<file path="config.mk">
export PLATFORM = sky130hd
export DESIGN_NAME = mesh_xy_switch
export DESIGN_NICKNAME = d
export VERILOG_FILES = /design/src/rtl/mesh_sw_pkg.sv /design/src/rtl/xy_route.sv /design/src/rtl/rr_pick.sv /design/src/rtl/mesh_xy_switch.sv
export SDC_FILE = /design/constraint.sdc
export NUM_CORES = 1
export LEC_CHECK = 0
export BUFFER_PORTS_ARGS = -buffer_cell sky130_fd_sc_hd__buf_2
export CAP_MARGIN = 20
export CORE_MARGIN = 4
export CORE_UTILIZATION = 30
export DETAILED_ROUTE_END_ITERATION = 8
export SYNTH_ARGS = -nofsm -noshare
export SYNTH_HDL_FRONTEND = slang
export SYNTH_SLANG_ARGS = --single-unit
</file>
<file path="constraint.sdc">
create_clock -name clk -period 6.5 [get_ports clk]
set_clock_uncertainty 0.1 [all_clocks]
set_input_delay 1.3 -clock clk [delete_from_list [all_inputs] [get_ports clk]]
set_output_delay 1.3 -clock clk [all_outputs]
set_load 0.02 [all_outputs]
</file>
<file path="src/rtl/mesh_sw_pkg.sv">
package mesh_sw_pkg;
   localparam int NDIR = 5;
   localparam int D_N = 0;
   localparam int D_E = 1;
   localparam int D_S = 2;
   localparam int D_W = 3;
   localparam int D_L = 4;

   typedef enum logic [1:0] {
      LNK_GO   = 2'd0,
      LNK_ONE  = 2'd1,
      LNK_HALT = 2'd2,
      LNK_RSV  = 2'd3
   } link_st_e;
endpackage

</file>
<file path="src/rtl/xy_route.sv">
module xy_route
   import mesh_sw_pkg::*;
#(
   parameter int COORD_W = 3,
   parameter int MY_X    = 3,
   parameter int MY_Y    = 3
) (
   input  logic [2*COORD_W-1:0] dst_xy,
   output logic [NDIR-1:0]      dir_oh
);
   localparam logic [COORD_W-1:0] OWN_X = COORD_W'(MY_X);
   localparam logic [COORD_W-1:0] OWN_Y = COORD_W'(MY_Y);

   logic [COORD_W-1:0] dx, dy;
   assign dx = dst_xy[2*COORD_W-1 -: COORD_W];
   assign dy = dst_xy[COORD_W-1:0];

   always_comb begin
      dir_oh = '0;
      if (dx > OWN_X)      dir_oh[D_E] = 1'b1;
      else if (dx < OWN_X) dir_oh[D_W] = 1'b1;
      else if (dy > OWN_Y) dir_oh[D_N] = 1'b1;
      else if (dy < OWN_Y) dir_oh[D_S] = 1'b1;
      else                 dir_oh[D_L] = 1'b1;
   end
endmodule

</file>
<file path="src/rtl/rr_pick.sv">
module rr_pick #(
   parameter int N = 5,
   localparam int IW = (N > 1) ? $clog2(N) : 1
) (
   input  logic [N-1:0]  req,
   input  logic [IW-1:0] ptr,
   output logic          any,
   output logic [IW-1:0] idx
);
   always_comb begin
      any = 1'b0;
      idx = '0;
      for (int k = N - 1; k >= 0; k--) begin
         if (req[(int'(ptr) + k) % N]) begin
            any = 1'b1;
            idx = IW'((int'(ptr) + k) % N);
         end
      end
   end
endmodule

</file>
<file path="src/rtl/mesh_xy_switch.sv">
module mesh_xy_switch
   import mesh_sw_pkg::*;
#(
   parameter int FLIT_W    = 20,
   parameter int COORD_W   = 3,
   parameter int PKT_FLITS = 4,
   parameter int MY_X      = 3,
   parameter int MY_Y      = 3
) (
   input  logic                   clk,
   input  logic                   rst_n,
   input  logic [NDIR-1:0]        in_vld,
   input  logic [NDIR*FLIT_W-1:0] in_flit,
   input  logic [2*NDIR-1:0]      ds_state,
   output logic [NDIR-1:0]        in_pop,
   output logic [NDIR-1:0]        out_vld,
   output logic [NDIR*FLIT_W-1:0] out_flit
);
   localparam int IW    = $clog2(NDIR);
   localparam int CNT_W = (PKT_FLITS > 1) ? $clog2(PKT_FLITS) : 1;
   localparam int MAXC  = (1 << COORD_W) - 1;

   if (FLIT_W < 4 * COORD_W + 1) begin : g_bad_flit
      $error("flit too narrow for header");
   end
   if (PKT_FLITS < 1) begin : g_bad_pkt
      $error("packet length must be positive");
   end
   if (MY_X >= MAXC || MY_Y >= MAXC || MY_X < 0 || MY_Y < 0) begin : g_bad_xy
      $error("router coordinate out of range");
   end

   logic               busy;
   logic [IW-1:0]      owner, rr_ptr;
   logic [CNT_W-1:0]   cnt;
   logic [NDIR-1:0]    lowp, sent_used;

   logic [FLIT_W-1:0]  own_flit;
   logic               own_vld;
   logic [NDIR-1:0]    route_oh, permit, halt_vec;
   logic               fwd, last, stall_halt;

   assign own_flit = in_flit[owner*FLIT_W +: FLIT_W];
   assign own_vld  = in_vld[owner];

   xy_route #(.COORD_W(COORD_W), .MY_X(MY_X), .MY_Y(MY_Y)) u_route (
      .dst_xy (own_flit[FLIT_W-1 -: 2*COORD_W]),
      .dir_oh (route_oh)
   );

   for (genvar o = 0; o < NDIR; o++) begin : g_out
      link_st_e st;
      assign st          = link_st_e'(ds_state[2*o +: 2]);
      assign halt_vec[o] = (st == LNK_HALT) || (st == LNK_RSV);
      assign permit[o]   = (st == LNK_GO) || ((st == LNK_ONE) && !sent_used[o]);
      assign out_flit[o*FLIT_W +: FLIT_W] = out_vld[o] ? own_flit : '0;

      always_ff @(posedge clk) begin
         if (!rst_n)              sent_used[o] <= 1'b0;
         else if (st != LNK_ONE)  sent_used[o] <= 1'b0;
         else if (out_vld[o])     sent_used[o] <= 1'b1;
      end


      halt_block_chk: assert property (@(posedge clk) disable iff (!rst_n)
         out_vld[o] |-> !halt_vec[o]);

      one_slot_chk: assert property (@(posedge clk) disable iff (!rst_n)
         (out_vld[o] && st == LNK_ONE) |=> !(out_vld[o] && st == LNK_ONE));
   end

   assign fwd        = busy && own_vld && |(route_oh & permit);
   assign stall_halt = busy && own_vld && |(route_oh & halt_vec);
   assign last       = (cnt == CNT_W'(PKT_FLITS - 1));
   assign out_vld    = fwd ? route_oh : '0;
   assign in_pop     = fwd ? (NDIR'(1) << owner) : '0;

   logic          hi_any, lo_any;
   logic [IW-1:0] hi_idx, lo_idx;

   rr_pick #(.N(NDIR)) u_pick_hi (
      .req (in_vld & ~lowp), .ptr (rr_ptr), .any (hi_any), .idx (hi_idx));
   rr_pick #(.N(NDIR)) u_pick_lo (
      .req (in_vld & lowp),  .ptr (rr_ptr), .any (lo_any), .idx (lo_idx));

   always_ff @(posedge clk) begin
      if (!rst_n) begin
         busy   <= 1'b0;
         owner  <= '0;
         rr_ptr <= '0;
         cnt    <= '0;
         lowp   <= '0;
      end else begin
         if (!busy) begin
            if (hi_any) begin
               busy  <= 1'b1;
               owner <= hi_idx;
               cnt   <= '0;
            end else if (lo_any) begin
               busy         <= 1'b1;
               owner        <= lo_idx;
               cnt          <= '0;
               lowp[lo_idx] <= 1'b0;
            end
         end else if (fwd) begin
            if (last) begin
               busy   <= 1'b0;
               rr_ptr <= (owner == IW'(NDIR - 1)) ? '0 : owner + 1'b1;
            end else begin
               cnt <= cnt + 1'b1;
            end
         end
         if (stall_halt) lowp[owner] <= 1'b1;
      end
   end


   single_pop_chk: assert property (@(posedge clk) disable iff (!rst_n)
      $onehot0(in_pop) && ($countones(out_vld) == $countones(in_pop)));

   grant_hold_chk: assert property (@(posedge clk) disable iff (!rst_n)
      (busy && !(fwd && last)) |=> (busy && $stable(owner)));

   east_dir_chk: assert property (@(posedge clk) disable iff (!rst_n)
      out_vld[D_E] |-> (out_flit[D_E*FLIT_W + FLIT_W - 1 -: COORD_W] > COORD_W'(MY_X)));

   local_dir_chk: assert property (@(posedge clk) disable iff (!rst_n)
      out_vld[D_L] |-> (out_flit[D_L*FLIT_W + FLIT_W - 1 -: 2*COORD_W] ==
                        {COORD_W'(MY_X), COORD_W'(MY_Y)}));

   idle_reset_chk: assert property (@(posedge clk)
      !rst_n |=> (out_vld == '0));
endmodule

</file>
# After elaboration in Yosys (flattened, before gate mapping)
# Cells that the tools add are included.
[word_totals] ff_bits=19 latchBits=0 mem_bits_rw=0 mem_bits_ro=0 in_bits=117 output_inout_bits=110 wordCells=206 n_memories=0
[classes] addsub=6 n_mul=1 div_mod_pow=5 order_cmp=13 eq_ne=24 shift=2 mux=93 n_bitwise=10 reduce_logical=42
[op_table] operator="32-bit by 5-bit less-than comparator with 1-bit output (second input constant)" n=5
[op_table] operator="32-bit by 4-bit remainder unit with 32-bit output (second input constant)" n=4
[op_table] operator="20-bit two-way mux" n=5
[op_table] operator="100-bit by 9-bit indexed part select with 20-bit output" n=1
[op_table] operator="1-bit two-way mux" n=49
[op_table] operator="3-bit two-way mux" n=14
[op_table] operator="5-bit two-way mux" n=7
[op_table] operator="1-bit binary-select mux with 3-bit select" n=11
[op_table] operator="4-bit by 4-bit remainder unit with 32-bit output (second input constant)" n=1
[op_table] operator="5-bit bitwise AND" n=5
[op_table] operator="2-bit equality test (second input constant)" n=11
[op_table] operator="2-bit by 1-bit != test with 1-bit output (second input constant)" n=6
[op_table] operator="2-bit by 1-bit equality test with 1-bit output (second input constant)" n=5
[op_table] operator="1-bit logical AND" n=10
[op_table] operator="2-bit logical NOT" n=5
[op_table] operator="1-bit logical OR" n=10
[op_table] operator="2-bit two-way mux" n=5
[op_table] operator="5-bit inverter" n=2
[op_table] operator="2-bit OR reduction" n=5
[op_table] operator="5-bit OR reduction" n=2
[op_table] operator="3-bit by 2-bit adder with 4-bit output (second input constant)" n=2
[op_table] operator="3-bit by 4-bit less-than comparator with 1-bit output (second input constant)" n=2
[op_table] operator="1-bit demux with 3-bit select" n=2
[op_table] operator="3-bit by 1-bit greater-or-equal comparator with 1-bit output (second input constant)" n=2
[op_table] operator="other kinds (17)" n=25

# Logic depth before layout (Yosys ltp)
[logic_depth] word_depth=22 depth_mapped=19 mapped_depth_nobuf=17

# By module
# Synthesis repeated with hierarchy kept, for this count alone.
[unflattened] hier_cells=833 hier_area_um2=5889.4
[by_module_without_submodules] module="mesh_xy_switch" n_inst=1 cells_each=400 area_per_inst_um2=2792.7 seq_area_each_um2=380.4
[by_module_without_submodules] module="rr_pick (u_pick_hi)" n_inst=1 cells_each=232 area_per_inst_um2=1684.1 seq_area_each_um2=0.0
[by_module_without_submodules] module="rr_pick (u_pick_lo)" n_inst=1 cells_each=193 area_per_inst_um2=1355.0 seq_area_each_um2=0.0
[by_module_without_submodules] module="xy_route" n_inst=1 cells_each=8 area_per_inst_um2=57.6 seq_area_each_um2=0.0

# Worst setup path before layout
# No wires, ideal clock.
[synth_path] kind="in2out" from="input in_flit[94]" to="output out_flit[10]" arrival_ns=3.607 required_ns=5.100 setup_slack_ns=1.493 stages=12 n_path_buf=3 cell_sequence="mux2_2 -> a22oi_1 -> o22a_1 -> or2_2 -> clkbuf_1 -> mux2i_1 -> o22ai_1 -> o21bai_1 -> or3_1 -> buf_2 -> buf_1 -> nor2_1"
[synth_between] elab_chain_cells=11 elab_cells_between_ends=22 cone_classes="order compare (4); shift (1); mux (14); bitwise (1); reduce/logical (2)"
[synth_lines] item="start, declared" line="mesh_xy_switch.sv:13" rtl="input logic [NDIR*FLIT_W-1:0] in_flit,"
[synth_lines] item="100-bit by 9-bit indexed part select with 20-bit output *" line="mesh_xy_switch.sv:43" rtl="assign own_flit = in_flit[owner*FLIT_W +: FLIT_W];"
[synth_lines] item="3-bit by 2-bit less-than comparator with 1-bit output" line="xy_route.sv:23" rtl="else if (dy < OWN_Y) dir_oh[D_S] = 1'b1;"
[synth_lines] item="1-bit two-way mux" line="xy_route.sv:23"
[synth_lines] item="1-bit two-way mux" line="xy_route.sv:22" rtl="else if (dy > OWN_Y) dir_oh[D_N] = 1'b1;"
[synth_lines] item="1-bit two-way mux" line="xy_route.sv:21" rtl="else if (dx < OWN_X) dir_oh[D_W] = 1'b1;"
[synth_lines] item="3-bit two-way mux" line="xy_route.sv:20" rtl="if (dx > OWN_X) dir_oh[D_E] = 1'b1;"
[synth_lines] item="5-bit bitwise AND" line="mesh_xy_switch.sv:72" rtl="assign fwd = busy && own_vld && |(route_oh & permit);"
[synth_lines] item="5-bit OR reduction" line="mesh_xy_switch.sv:72"
[synth_lines] item="1-bit logical AND" line="mesh_xy_switch.sv:72"
[synth_lines] item="5-bit two-way mux" line="mesh_xy_switch.sv:75" rtl="assign out_vld = fwd ? route_oh : '0;"
[synth_lines] item="20-bit two-way mux *" line="mesh_xy_switch.sv:56" rtl="assign out_flit[o*FLIT_W +: FLIT_W] = out_vld[o] ? own_flit : '0;"
[synth_lines] item="end, declared" line="mesh_xy_switch.sv:17" rtl="output logic [NDIR*FLIT_W-1:0] out_flit"
# Every way passes the cells marked *; elsewhere a longest branch is shown, timed or not.

# Worst setup path after layout
[layout_path] from="input in_flit[14]" to="output out_flit[77]"
[layout_between] elab_chain_cells=11 elab_cells_between_ends=22 cone_classes="order compare (4); shift (1); mux (14); bitwise (1); reduce/logical (2)"
[layout_lines] item="100-bit by 9-bit indexed part select with 20-bit output *" line="mesh_xy_switch.sv:43"
[layout_lines] item="3-bit by 2-bit less-than comparator with 1-bit output" line="xy_route.sv:23"
[layout_lines] item="1-bit two-way mux" line="xy_route.sv:23"
[layout_lines] item="1-bit two-way mux" line="xy_route.sv:22"
[layout_lines] item="1-bit two-way mux" line="xy_route.sv:21"
[layout_lines] item="3-bit two-way mux" line="xy_route.sv:20"
[layout_lines] item="5-bit bitwise AND" line="mesh_xy_switch.sv:72"
[layout_lines] item="5-bit OR reduction" line="mesh_xy_switch.sv:72"
[layout_lines] item="1-bit logical AND" line="mesh_xy_switch.sv:72"
[layout_lines] item="5-bit two-way mux *" line="mesh_xy_switch.sv:75"
[layout_lines] item="20-bit two-way mux *" line="mesh_xy_switch.sv:56"
# Marked as above.

==> results.ini <==
[run_status]
status = finished, final reports clean

[detailed_routing]
vias_per_cell = 5.58
vias = 6192
dr.pass1.iters = 5
drtIter0Drc = 528
drt_wl_total_mm = 20.5
drt-wirelength-per-cell_um = 18.5
post-route-drc-count = 0
ant_nets = 0

[synthesis]
synthArstFlopShare = 0
yosys_warnings = 0
synth_edf_count = 0
yosys.area.top_type = nor2_1
yosysSeqAreaShare = 0.0806
synth_top_area_frac = 0.0978
yosysUniqueCellTypes = 81
synth-seq-cells = 19
synthFlopType = dfxtp_1
synthTopCellsByCount = nor2_1 (123), a21oi_1 (58), nand2_1 (41)
syn_avg_cell_area_um2 = 6.67
synth.top_cells.by_area = nor2_1 (9.8%), dfxtp_1 (8.1%), ha_1 (6.9%)
netlist_area_um2 = 4720
syn_inst = 708
yosysMostFrequentCell = nor2_1

[worst_setup_path]
r2r_cells = 16
worstSetupPathType = in -> out
rr_startpoint = rr_ptr[1]
cp.required_ns = 5.10
r2r_slack_ns = 1.55
cp-startpoint = in_flit[14]
startpoint_type = primary input
crit_arrival_ns = 4.28
timing.rr.end = lowp[2]
crit_fanout = 21
end_kind = primary output

[timing]
slew_violations = 0
fin_crit_ns = 5.68
hold_viol = 0
tns_ns = 0
worstMarginPinSlew_ns = 1.07
setup_violations = 0
holdWs_ns = 0.354
rsz0062_at_grt = no
clock.fmax_ghz = 0.176
slew_headroom = 0.281
fin_crit_sh = 0.874

[floorplanning]
initial_utilization = 0.308
die_y_um = 133
row_count = 45
die_area_um2 = 17800
die_width_um = 133
coreArea_um2 = 15300
ios = 227

[power_and_ir_drop]
vdd_drop_max_mv = 0.0891
pwr-share-clk = 0.228
leakage_nw = 2.94
swShare = 0.425
seq_power_share = 0.240
cellPowerDensity_nw_per_um2 = 90.6
p_sw_mw = 0.232
p_comb_frac = 0.532
p_int_mw = 0.314

[global_routing]
overflow = 0
antenna_found_initial = 0
grt_max_degree = 47
grt_pass1_vias = 5787
grt_pass1_wl_mm = 31.5
gr-usage-all-layers = 0.214

[worst_hold_path]
hold_depth = 2
hp-start = sent_used[2]
hold_end = sent_used[2]
hold_path_class = reg -> reg

[cells_and_area]
drive_above_1_share = 0.310
final_nets = 1042
syn_to_final_growth_pct = 27.7
layout.cells.non_filler = 1109
final_util = 0.394
diodes = 0
fin_area_um2 = 6030

[clocking]
ctsResizeCount = 0
clk_latency_ns = 0.25
clkTransAtPathRegs_ns = 0.05
postCtsSetupBuffers = 0
root_buffer = clkbuf_16
clock_sinks = 19
cts_htree_levels = 1
cts_tree = built
clockBufferDepth = 2
cts-hold-fix-buffers = 0
cts_made_buffers = 3

[placed_design]
routabilityCongestion = 1.01
dpl.cell_count = 1104
portBuffers = 220
hpwl_mm = 16.8
placed_cell_area_um2 = 5940

[flow_run]
cap_violations = 0

metrics by stage:
step                setup slack [ns]  power [mW]
finish                         0.820       0.546
global route                   0.587       0.581
CTS                            0.921       0.545
detailed placement             0.920       0.419
global placement               0.984       0.418
floorplan                       1.49       0.308
worst max path at each step:
stage,cells after the start,end
after floorplan,12,out_flit[10]
after global placement,11,out_flit[77]
after detailed placement,11,out_flit[77]
after CTS,11,out_flit[77]
after global routing,12,out_vld[1]
final,11,out_flit[77]
cell type report:
| type | count | area [µm²] |
|---|---|---|
| timing repair buffer | 233 | 1200 |
| multi-input combinational | 604 | 3960 |
| tap | 211 | 264 |
| inverter | 38 | 143 |
| fill | 1713 | 9290 |
| clock buffer | 4 | 78.8 |
| sequential | 19 | 382 |
per-layer routing:
| layer | vias to the layer above | share of wire | global-route usage |
|---|---|---|---|
| met4 | 0 | 0.019 | 0.0474 |
| met3 | 26 | 0.068 | 0.0336 |
| li1 | 2993 | - | - |
| met2 | 283 | 0.47 | 0.359 |
| met5 | - | 0 | 0 |
| met1 | 2890 | 0.44 | 0.289 |
cell usage in the layout, fill, tap and decap left out, types with 12 or more instances in the layout:
cell type / n
buf_2: 221
a22oi_1: 21
inv_1: 34
nor2_1: 123
nand2b_1: 15
and2_1: 14
ha_1: 26
dfxtp_1: 18
nand3_1: 13
a21oi_1: 58
mux2i_1: 24
mux2_2: 19
o22ai_1: 25
buf_4: 12
nand2_1: 41
o21ai_0: 39
cell families (layout without fill, tap and decap cells):
group           Yosys count  in the layout  share of synthesized area
xor+xnor                  7              7                     0.0146
mux                      48             48                      0.120
fa+ha+maj                26             26                     0.0689
simple gates            265            265                      0.272
buf+inv                  90            275                     0.0835
flops                    19             19                     0.0806
other cells               1              6                   0.000795
compound gates          252            252                      0.359
power by group through the flow:
stage | clock (mW) | combinational, mW | sequential [mW]
3_5_place_dp | 0 | 0.285 | 0.134
4_1_cts | 0.128 | 0.286 | 0.131
2_1_floorplan | 0 | 0.182 | 0.125
3_3_place_gp | 0 | 0.284 | 0.134
5_1_grt | 0.132 | 0.317 | 0.132
6_report | 0.124 | 0.291 | 0.131
state kept, by name, summed over array words and instances, names as in the netlist:
register,cells
busy,1
owner,3
lowp,5
cnt,2
sent_used,5
rr_ptr,3
worst max-delay path, cell delays in order:
cell      delay [ns]
buf_2           0.11
mux2_2          0.25
a22oi_1         0.19
o22a_1          0.29
or2_2           0.21
mux2i_1         0.20
o22ai_1         0.09
o21bai_1        0.45
or3_1           0.72
nor2_1          0.23
buf_2           0.23
Note: power is estimated with default switching activity, not from simulation.
